--- config.mk ---
export PLATFORM = sky130hd
export DESIGN_NAME = req_serial_tx
export DESIGN_NICKNAME = d
export VERILOG_FILES = /design/src/rtl/rstx_pkg.sv /design/src/rtl/rstx_rate.sv /design/src/rtl/rstx_shift.sv /design/src/rtl/rstx_seq.sv /design/src/rtl/req_serial_tx.sv
export SDC_FILE = /design/constraint.sdc
export NUM_CORES = 1
export LEC_CHECK = 0
export BUFFER_PORTS_ARGS = -buffer_cell sky130_fd_sc_hd__buf_4
export CAP_MARGIN = 5
export CORE_MARGIN = 2
export CORE_UTILIZATION = 52
export CTS_CLUSTER_SIZE = 28
export DETAILED_ROUTE_END_ITERATION = 12
export GPL_TIMING_DRIVEN = 0
export PLACE_DENSITY = 0.71
export SETUP_SLACK_MARGIN = 0.1
export SYNTH_ARGS = -nofsm -noshare
export SYNTH_HDL_FRONTEND = slang
export SYNTH_SLANG_ARGS = --single-unit
--- constraint.sdc ---
create_clock -name clk -period 2.35 [get_ports clk]
set_input_delay 0.3525 -clock clk [delete_from_list [all_inputs] [get_ports clk]]
set_output_delay 0.3525 -clock clk [all_outputs]
set_load 0.01 [all_outputs]
--- src/rtl/rstx_pkg.sv ---
`timescale 1ns/1ps
package rstx_pkg;
  typedef enum logic [1:0] {
    ST_IDLE  = 2'd0,
    ST_LEAD  = 2'd1,
    ST_SHIFT = 2'd2,
    ST_GAP   = 2'd3
  } rstx_state_e;

  localparam int unsigned RATE_W  = 2;
  localparam int unsigned N_SLOTS = 1 << RATE_W;
  localparam int unsigned TOP_SH  = 2;
endpackage

--- src/rtl/rstx_rate.sv ---
`timescale 1ns/1ps
module rstx_rate
  import rstx_pkg::*;
#(
  parameter int unsigned DIV_MIN  = 4,
  parameter int unsigned GAP_BITS = 8,
  parameter int unsigned CNT_W    = 7
) (
  input  logic              clk,
  input  logic              rst_n,
  input  logic              load,
  input  logic [RATE_W-1:0] rate_sel,
  output logic [CNT_W-1:0]  bit_last,
  output logic [CNT_W-1:0]  half_len,
  output logic [CNT_W-1:0]  gap_last
);
  logic [RATE_W-1:0] sel_q;
  logic [RATE_W-1:0] sel_eff;
  logic [CNT_W-1:0]  bit_tab  [N_SLOTS];
  logic [CNT_W-1:0]  half_tab [N_SLOTS];
  logic [CNT_W-1:0]  gap_tab  [N_SLOTS];

  for (genvar g = 0; g < N_SLOTS; g++) begin : g_slot
    localparam int unsigned SH  = (g > TOP_SH) ? TOP_SH : g;
    localparam int unsigned DIV = DIV_MIN << SH;
    assign bit_tab[g]  = CNT_W'(DIV - 1);
    assign half_tab[g] = CNT_W'(DIV / 2);
    assign gap_tab[g]  = CNT_W'(GAP_BITS * DIV - 1);
  end

  always_ff @(posedge clk or negedge rst_n) begin
    if (!rst_n)    sel_q <= '0;
    else if (load) sel_q <= rate_sel;
  end

  assign sel_eff  = load ? rate_sel : sel_q;
  assign bit_last = bit_tab[sel_eff];
  assign half_len = half_tab[sel_eff];
  assign gap_last = gap_tab[sel_eff];
endmodule

--- src/rtl/rstx_shift.sv ---
`timescale 1ns/1ps
module rstx_shift #(
  parameter int unsigned DATA_W = 8
) (
  input  logic              clk,
  input  logic              rst_n,
  input  logic              load,
  input  logic              shift,
  input  logic [DATA_W-1:0] din,
  output logic              msb
);
  logic [DATA_W-1:0] sr_q, sr_n;

  always_comb begin
    sr_n = sr_q;
    if (load)       sr_n = din;
    else if (shift) sr_n = {sr_q[DATA_W-2:0], 1'b0};
  end

  always_ff @(posedge clk or negedge rst_n) begin
    if (!rst_n)              sr_q <= '0;
    else if (load || shift)  sr_q <= sr_n;
  end

  assign msb = sr_q[DATA_W-1];
endmodule

--- src/rtl/rstx_seq.sv ---
`timescale 1ns/1ps
module rstx_seq
  import rstx_pkg::*;
#(
  parameter int unsigned DATA_W = 8,
  parameter int unsigned CNT_W  = 7
) (
  input  logic             clk,
  input  logic             rst_n,
  input  logic             armed,
  input  logic             host_req,
  input  logic             src_valid,
  input  logic [CNT_W-1:0] bit_last,
  input  logic [CNT_W-1:0] half_len,
  input  logic [CNT_W-1:0] gap_last,
  output logic             take,
  output logic             shift,
  output logic             ser_clk,
  output logic             ser_en
);
  localparam int unsigned BIT_W = $clog2(DATA_W);
  localparam logic [BIT_W-1:0] BIT_TOP = BIT_W'(DATA_W - 1);

  rstx_state_e      st_q, st_n;
  logic [CNT_W-1:0] cnt_q, cnt_n;
  logic [BIT_W-1:0] bit_q, bit_n;
  logic             clk_q, clk_n;
  logic             en_q, en_n;
  logic             go;

  assign go = armed && host_req && src_valid;

  always_comb begin
    st_n  = st_q;
    cnt_n = cnt_q;
    bit_n = bit_q;
    take  = 1'b0;
    shift = 1'b0;
    unique case (st_q)
      ST_IDLE: begin
        if (go) begin
          take  = 1'b1;
          st_n  = ST_LEAD;
          cnt_n = gap_last;
        end
      end
      ST_LEAD: begin
        if (cnt_q == '0) begin
          st_n  = ST_SHIFT;
          cnt_n = bit_last;
          bit_n = BIT_TOP;
        end else begin
          cnt_n = cnt_q - 1'b1;
        end
      end
      ST_SHIFT: begin
        if (cnt_q != '0) begin
          cnt_n = cnt_q - 1'b1;
        end else if (bit_q == '0) begin
          st_n  = ST_GAP;
          cnt_n = gap_last;
        end else begin
          shift = 1'b1;
          bit_n = bit_q - 1'b1;
          cnt_n = bit_last;
        end
      end
      ST_GAP: begin
        if (cnt_q != '0) begin
          cnt_n = cnt_q - 1'b1;
        end else if (go) begin
          take  = 1'b1;
          st_n  = ST_SHIFT;
          cnt_n = bit_last;
          bit_n = BIT_TOP;
        end else begin
          st_n  = ST_IDLE;
        end
      end
      default: st_n = ST_IDLE;
    endcase
    en_n  = (st_n != ST_IDLE);
    clk_n = !((st_n == ST_SHIFT) && (cnt_n >= half_len));
  end

  always_ff @(posedge clk or negedge rst_n) begin
    if (!rst_n) begin
      st_q  <= ST_IDLE;
      cnt_q <= '0;
      bit_q <= '0;
      clk_q <= 1'b1;
      en_q  <= 1'b0;
    end else begin
      st_q  <= st_n;
      cnt_q <= cnt_n;
      bit_q <= bit_n;
      clk_q <= clk_n;
      en_q  <= en_n;
    end
  end

  assign ser_clk = clk_q;
  assign ser_en  = en_q;
endmodule

--- src/rtl/req_serial_tx.sv ---
`timescale 1ns/1ps
module req_serial_tx
  import rstx_pkg::*;
#(
  parameter int unsigned DATA_W   = 8,
  parameter int unsigned DIV_MIN  = 4,
  parameter int unsigned GAP_BITS = 8
) (
  input  logic              clk,
  input  logic              rst_n,
  input  logic              start_cmd,
  input  logic [RATE_W-1:0] rate_sel,
  input  logic              host_req,
  input  logic              src_valid,
  input  logic [DATA_W-1:0] src_data,
  output logic              src_ready,
  output logic              ser_clk,
  output logic              ser_en,
  output logic              ser_dat
);
  localparam int unsigned CNT_W = $clog2(GAP_BITS * (DIV_MIN << TOP_SH));

  logic             rs1_q, rs2_q, irst_n;
  logic             arm_q;
  logic             take, shift, msb;
  logic [CNT_W-1:0] bit_last, half_len, gap_last;

  always_ff @(posedge clk or negedge rst_n) begin
    if (!rst_n) begin
      rs1_q <= 1'b0;
      rs2_q <= 1'b0;
    end else begin
      rs1_q <= 1'b1;
      rs2_q <= rs1_q;
    end
  end
  assign irst_n = rs2_q;

  always_ff @(posedge clk or negedge irst_n) begin
    if (!irst_n)        arm_q <= 1'b0;
    else if (start_cmd) arm_q <= 1'b1;
  end

  rstx_rate #(.DIV_MIN(DIV_MIN), .GAP_BITS(GAP_BITS), .CNT_W(CNT_W)) u_rate (
    .clk(clk), .rst_n(irst_n), .load(take), .rate_sel(rate_sel),
    .bit_last(bit_last), .half_len(half_len), .gap_last(gap_last)
  );

  rstx_seq #(.DATA_W(DATA_W), .CNT_W(CNT_W)) u_seq (
    .clk(clk), .rst_n(irst_n), .armed(arm_q), .host_req(host_req),
    .src_valid(src_valid), .bit_last(bit_last), .half_len(half_len),
    .gap_last(gap_last), .take(take), .shift(shift),
    .ser_clk(ser_clk), .ser_en(ser_en)
  );

  rstx_shift #(.DATA_W(DATA_W)) u_shift (
    .clk(clk), .rst_n(irst_n), .load(take), .shift(shift),
    .din(src_data), .msb(msb)
  );

  assign src_ready = take;
  assign ser_dat   = ser_en && msb;
endmodule

After elaboration in Yosys (flattened, before gate mapping)
Cells that the tools add are included.
W data, S select, Z words.
{"block": "word_totals", "rom_bits": 0, "word_cells": 77, "ff_bits": 27, "mem_count": 0, "latchBits": 0, "mem_bits_rw": 0}
{"block": "classes", "order_cmp": 2, "mul": 0, "n_shift": 0, "bitwise": 1, "div_mod_pow": 0, "add_sub_neg": 2, "eq_ne": 9, "reduce_logical": 15, "mux": 38}
{"op": "$mux W7", "count": 12}
{"op": "$bmux W7 S2", "count": 3}
{"op": "$pmux W7 S4", "count": 1}
{"op": "$mux W8", "count": 2}
{"op": "$mux W3", "count": 5}
{"op": "$mux W2", "count": 7}
{"op": "$pmux W3 S3", "count": 1}
{"op": "$pmux W2 S4", "count": 1}
{"op": "$ge A7 B7 Y1", "count": 1}
{"op": "$logic_not A7 Y1", "count": 1}
{"op": "$reduce_bool A7 Y1", "count": 1}
{"op": "$sub A7 B1 Y7 const B", "count": 1}
{"op": "$eq A2 B2 Y1 const B", "count": 3}
{"op": "$ne A2 B2 Y1 const B", "count": 3}
{"op": "$reduce_and A6 Y1", "count": 1}
{"op": "$mux W1", "count": 5}
{"op": "$logic_and A1 B1 Y1", "count": 4}
{"op": "$ne A2 B1 Y1 const B", "count": 2}
{"op": "$reduce_bool A2 Y1", "count": 2}
{"op": "$ge A3 B3 Y1 const B", "count": 1}
{"op": "$logic_not A3 Y1", "count": 1}
{"op": "$not A2 Y3", "count": 1}
{"op": "$reduce_bool A3 Y1", "count": 1}
{"op": "$sub A3 B1 Y3 const B", "count": 1}
{"op": "6 further kinds", "count": 6}

Longest topological paths before layout
{"block": "logic_depth", "word_depth": 16, "mapped_depth": 15, "depth_no_buf": 14}

Hierarchy
Synthesis repeated with hierarchy kept, for this count alone.
{"block": "hier_totals", "hier_cells": 257, "area_unflattened_um2": 2187.1}
{"module": "rstx_seq", "n_inst": 1, "cells_per_inst": 186, "area_per_inst_um2": 1472.7}
{"module": "rstx_shift", "n_inst": 1, "cells_per_inst": 34, "area_per_inst_um2": 369.1}
{"module": "rstx_rate", "n_inst": 1, "cells_per_inst": 31, "area_per_inst_um2": 254.0}
{"module": "req_serial_tx", "n_inst": 1, "cells_per_inst": 6, "area_per_inst_um2": 91.3}

Least setup slack after synthesis
Ideal clock, no wire load.
{"block": "synth_timing", "path_kind": "register to register", "startpoint": "register u_seq.cnt_q[3]", "endpoint": "register u_seq.clk_q, in the netlist u_seq.ser_clk", "path_stages_with_launch": 13, "t_arrival_ps": 3097, "path_buffers": 1, "setup_ps": 94, "slack_ps": -841, "period_less_slack_ps": 3191, "required_time_ps": 2256, "path_cell_list": "dfrtp_1 > or4_4 > o41a_1 > nor2_2 > buf_6 > mux2_4 > a211oi_1 > a311oi_1 > ha_1 > o21ai_0 > nand2b_1 > nand4bb_1 > o311ai_2"}
{"block": "synth_via", "elab_chain_cells": 14, "word_cells_on_any_way": 31, "cone_classes": "add/sub (1); order compare (1); eq/ne (1); mux (23); bitwise (1); reduce/logical (4)"}
{"item": "from (decl)", "line": "rstx_seq.sv:25", "rtl": "logic [CNT_W-1:0] cnt_q, cnt_n;"}
{"item": "from (signal assigned)", "line": "rstx_seq.sv:95", "rtl": "cnt_q <= cnt_n;"}
{"item": "$reduce_bool A7 Y1 (*)", "line": "rstx_seq.sv:69", "rtl": "if (cnt_q != '0) begin"}
{"item": "$mux W1 (*)", "line": "rstx_seq.sv:69"}
{"item": "$pmux W1 S2 (*)", "line": "rstx_seq.sv:39", "rtl": "unique case (st_q)"}
{"item": "$mux W2 (*)"}
{"item": "$not A2 Y3 (not written as such) (*)", "line": "rstx_rate.sv:37", "rtl": "assign bit_last = bit_tab[sel_eff];"}
{"item": "$bmux W7 S2 (*)", "line": "rstx_rate.sv:37"}
{"item": "$mux W7 (not written as such) (*) (2 in series)", "line": "rstx_rate.sv:37"}
{"item": "via bit_last[3]", "line": "req_serial_tx.sv:26", "rtl": "logic [CNT_W-1:0] bit_last, half_len, gap_last;"}
{"item": "$mux W7, on equally long branches", "line": "rstx_seq.sv:71, rstx_seq.sv:59"}
{"item": "$mux W7, on equally long branches", "line": "rstx_seq.sv:69, rstx_seq.sv:57"}
{"item": "$pmux W7 S4 (*)", "line": "rstx_seq.sv:39"}
{"item": "via u_seq.cnt_n[3]", "line": "rstx_seq.sv:25"}
{"item": "$ge A7 B7 Y1 (*)", "line": "rstx_seq.sv:83", "rtl": "clk_n = !((st_n == ST_SHIFT) && (cnt_n >= half_len));"}
{"item": "$logic_and A1 B1 Y1 (*)", "line": "rstx_seq.sv:83"}
{"item": "$logic_not A1 Y1 (*)", "line": "rstx_seq.sv:83"}
{"item": "via u_seq.clk_n", "line": "rstx_seq.sv:27", "rtl": "logic clk_q, clk_n;"}
{"item": "to (signal assigned)", "line": "rstx_seq.sv:97", "rtl": "clk_q <= clk_n;"}
{"item": "to (decl)", "line": "rstx_seq.sv:27"}
Mark *: on every way through the listed nets, which the timed path passes. The rest lies on a longest branch. The select of a mux whose other input is x is not followed.
A chain may end at the register's enable or synchronous reset.

Final worst setup path
{"block": "layout_timing", "startpoint": "register u_seq.cnt_q[5]", "endpoint": "register u_seq.clk_q, in the netlist u_seq.ser_clk"}
The elaborated chain is that of the path after synthesis.

==> results.toml <==
[synthesis]
synth_ff_type = "dfrtp_1"
synthesis.nets = 227
synth_top_family_by_area = "compound AO/OA/AOI/OAI gates"
synth_edf_count = 0
synth_top_area_cell = "dfrtp_1"
synth_top_cell_area_share_pct = 35.7
synth_area_leaders = "dfrtp_1, ha_1, o21ai_0, mux2i_1, nand2_1"
synth_xor_area_share_pct = 0.481
syn-cell-area_mm2 = 0.00182
synth-seq-cells = 27
synthMuxAreaShare_pct = 5.84
synth_fa_ha_area_share_pct = 8.24
syn_area_per_cell_um2 = 9.11
seq_area_frac_synth_pct = 37.2
synth-simple-area-share_pct = 18.9
synth_cell_types = 56
synthArstFlopShare_pct = 100
synth_compound_area_share_pct = 24.0
postSynthCellCount = 200
yosysWarnings = 0

[sta]
rsz0062_at_grt = "yes"
skew_ns = 0.00275
setup_viol = 3
slew_viol_final = 0
max-slew-margin-rel_pct = 33.1
period_minus_slack_ns = 3.38
final.period_utilization_pct = 144
final.setup.tns_ns = -1.62
postLayoutSetupSlackWorst_ns = -1.03
hold_viol = 0
worst_pin_slew_ns = 1.00
fmax_mhz = 296

[power]
switchingPower_mw = 1.43
leakagePower_nw = 1.09
fin_total_pwr_mw = 3.12
pwr-share-comb_pct = 67.3
switching_share_pct = 45.8
power.internal_mw = 1.69
ir_worst_vdd_mv = 0.865
clkPwrFrac_pct = 7.2
sequentialPowerShare_pct = 25.5
p_per_area_mw_per_mm2 = 1290

[layout]
nFillCells = 272
diodes = 0
drive_above_1_share_pct = 37.0
synthToLayoutAreaGrowth_pct = 32.2
postLayoutCoreUtil_pct = 71.6
nets = 271
post_layout_nonfiller_instances = 289

[die]
die-width_um = 63.2
die_h_um = 63.2
row_count = 21
die_area_mm2 = 0.00399
io_pins = 19
core_area_mm2 = 0.00336
start_util_pct = 54.2

[global_routing]
antenna_found_initial = 0
grtUsageTotal_pct = 24.7
grt_max_degree = 26
overflow = 0
first_global_vias = 1739
grt_first_pass_wirelength_um = 7850

[routing]
routed-wl-met3_um = 460
final_antenna_net_count = 0
highest_layer = "met4"
drtIter0Drc = 205
via_per_inst = 6.12
drc_errors = 0
drt_wl_total_um = 4990
wl_met1_um = 1980
vias = 1768
dr.pass1.iters = 4
met2_length_um = 2400
wl_per_cell_um = 17.3

[critical_path]
crit_path_end_kind = "flop"
critPathKind = "flop to flop"
critPathTopFamily = "simple AND/OR/NAND/NOR gates"
start_kind = "flop"
crit_start = "u_seq.cnt_q[5]$_DFF_PN0_"
critPathArrivalTime_ns = 3.65
cp_num_buf_inv = 1
crit_path_max_fanout = 4
max_stage_delay_ns = 0.56
crit_path_top_delay_cell = "or4_4"
path_cells = "or4_4 -> o41a_1 -> nor2_2 -> buf_6 -> mux2_4 -> a211oi_2 -> a311oi_2 -> ha_1 -> o21ai_1 -> nand2b_1 -> nand4bb_1 -> o311ai_2"
crit_required_ns = 2.62
worstReg2RegStart = "u_seq.cnt_q[5]$_DFF_PN0_"

[outcome]
status = "complete, but fails checks"
violations = "setup timing"

[cts]
cts_sinks = 27
clockBufferDepth = 2
clock-root-buffer = "clkbuf_4"
numCtsBuffers = 3
clkTransAtPathRegs_ns = 0.16
htreeDepth = 1
insertion_delay_ns = 0.34
cts_tree = "done"

[place]
dp_hpwl_um = 3300
place_congestion = 0.918
io_buffers = 18
place_inst = 264

[worst_hold_path]
hold_path.startpoint = "src_data[1]"
hold_path_class = "input port to flop"

[run]
maxCapViolations = 0
-- power groups by stage --
stage / Clock [mW] / Combinational, mW / Sequential (mW)
6_report: 0.225 / 2.10 / 0.795
2_1_floorplan: 0 / 1.13 / 0.770
4_1_cts: 0.232 / 1.77 / 0.791
3_5_place_dp: 0 / 1.50 / 0.809
5_1_grt: 0.247 / 2.27 / 0.817
3_3_place_gp: 0 / 1.42 / 0.803
-- cell type report --
type	instances	area [um^2]	area share, %
multi-input cells	152	1210	50.4
flip-flops and latches	27	679	28.2
repair buffers	39	318	13.2
plain buffers	8	60.1	2.49
well taps	46	57.6	2.39
inverters	13	48.8	2.03
clock buffers	3	22.5	0.935
clock inverters	1	8.76	0.364
-- path summary, 6_finish.rpt --
check	depth (start not counted)	slack, ns	to
hold / removal	3	0.19	u_shift.sr_q[1]$_DFFE_PN0P_
setup reg to reg	12	-1.03	u_seq.ser_clk$_DFF_PN1_
max in group asynchronous	0	1.26	u_seq.cnt_q[3]$_DFF_PN0_
setup / recovery	12	-1.03	u_seq.ser_clk$_DFF_PN1_
hold reg to reg	0	0.38	irst_n$_DFF_PN0_
min in group asynchronous	2	0.29	irst_n$_DFF_PN0_
-- worst register-to-register path, stage by stage, from the launching register on --
cell       delay, ns
dfrtp_1         0.44
or4_4           0.56
o41a_1          0.40
nor2_2          0.21
buf_6           0.14
mux2_4          0.31
a211oi_2        0.20
a311oi_2        0.08
ha_1            0.32
o21ai_1         0.09
nand2b_1        0.11
nand4bb_1       0.23
o311ai_2        0.23
-- metrics by stage --
stage / setup slack, ns / instance area, um^2 / hold slack (ns)
3_5_place_dp: -1.24 / 2020 / 0.135
4_1_cts: -1.05 / 2220 / 0.188
3_3_place_gp: -1.19 / 2020 / 0.135
5_1_grt: -1.12 / 2410 / 0.180
2_1_floorplan: -0.767 / 1830 / 0.0569
6_report: -1.03 / 2410 / 0.192
-- Yosys cell counts (2+ instances only) --
master / instances
buf_4: 2
a31oi_1: 3
nand2b_1: 4
nor2_1: 9
mux2i_1: 8
nor2b_1: 3
o22a_1: 2
nor3_1: 6
a311oi_1: 2
a31o_2: 2
a21oi_1: 8
clkbuf_1: 4
o31ai_1: 3
inv_1: 13
o21ai_0: 21
nor2_2: 2
ha_1: 12
nand4_1: 2
dfrtp_1: 26
o22ai_1: 2
nand3_1: 8
o31a_1: 2
and3_1: 3
nand2_1: 18
or4_1: 2
a211oi_1: 3
-- layout by cell type (no fill, tap or decap), drive strengths merged, types with 2 or more instances in the layout --
| cell type | Yosys | routed |
|---|---|---|
| nand2b | 4 | 4 |
| dfrtp | 26 | 26 |
| nand2 | 18 | 18 |
| nand3 | 8 | 8 |
| a31oi | 3 | 3 |
| nor2b | 3 | 3 |
| o22ai | 2 | 2 |
| ha | 12 | 12 |
| buf | 4 | 43 |
| mux2 | 2 | 2 |
| inv | 13 | 14 |
| a21oi | 8 | 8 |
| a31o | 2 | 2 |
| o22a | 2 | 2 |
| a211oi | 3 | 3 |
| or2 | 2 | 2 |
| clkbuf | 4 | 6 |
| o31a | 2 | 2 |
| nand4 | 2 | 2 |
| mux2i | 8 | 8 |
| and3 | 3 | 3 |
| o41ai | 2 | 2 |
| or4 | 3 | 3 |
| o21ai | 22 | 22 |
| nor3 | 6 | 6 |
| nor2 | 11 | 11 |
| o31ai | 3 | 3 |
| a311oi | 2 | 2 |
-- state kept, by name (all words and copies together) (netlist names) --
register	count
u_seq.ser_en	1
irst_n	1
arm_q	1
u_seq.st_q	2
u_seq.cnt_q	7
u_seq.ser_clk	1
u_rate.sel_q	2
rs1_q	1
u_seq.bit_q	3
u_shift.sr_q	8
-- repair_timing --
action	in CTS	in global routing
endpoints found under the hold margin	2	0
endpoints found under the setup margin	15	18
pin swaps	8	9
setup buffers	10	9
hold buffers	1	0
cloned	0	1
resized for setup	21	39
-- logic make-up after synthesis --
kind of cell / after synthesis
muxes: 10
other: 1
and+or+nand+nor: 66
xor gates and xnor gates: 1
adders and majority gates: 12
buffers and inverters: 21
DFF: 27
AOI/OAI and AO/OA: 62
-- metal layers --
metal | GRT usage (%) | vias to the layer above
met1 | 31.7 | 834
met4 | 9.51 | 0
li1 | - | 821
met5 | 0 | -
met3 | 5.54 | 17
met2 | 40.8 | 96
Note: power is estimated with default switching activity, not from simulation.
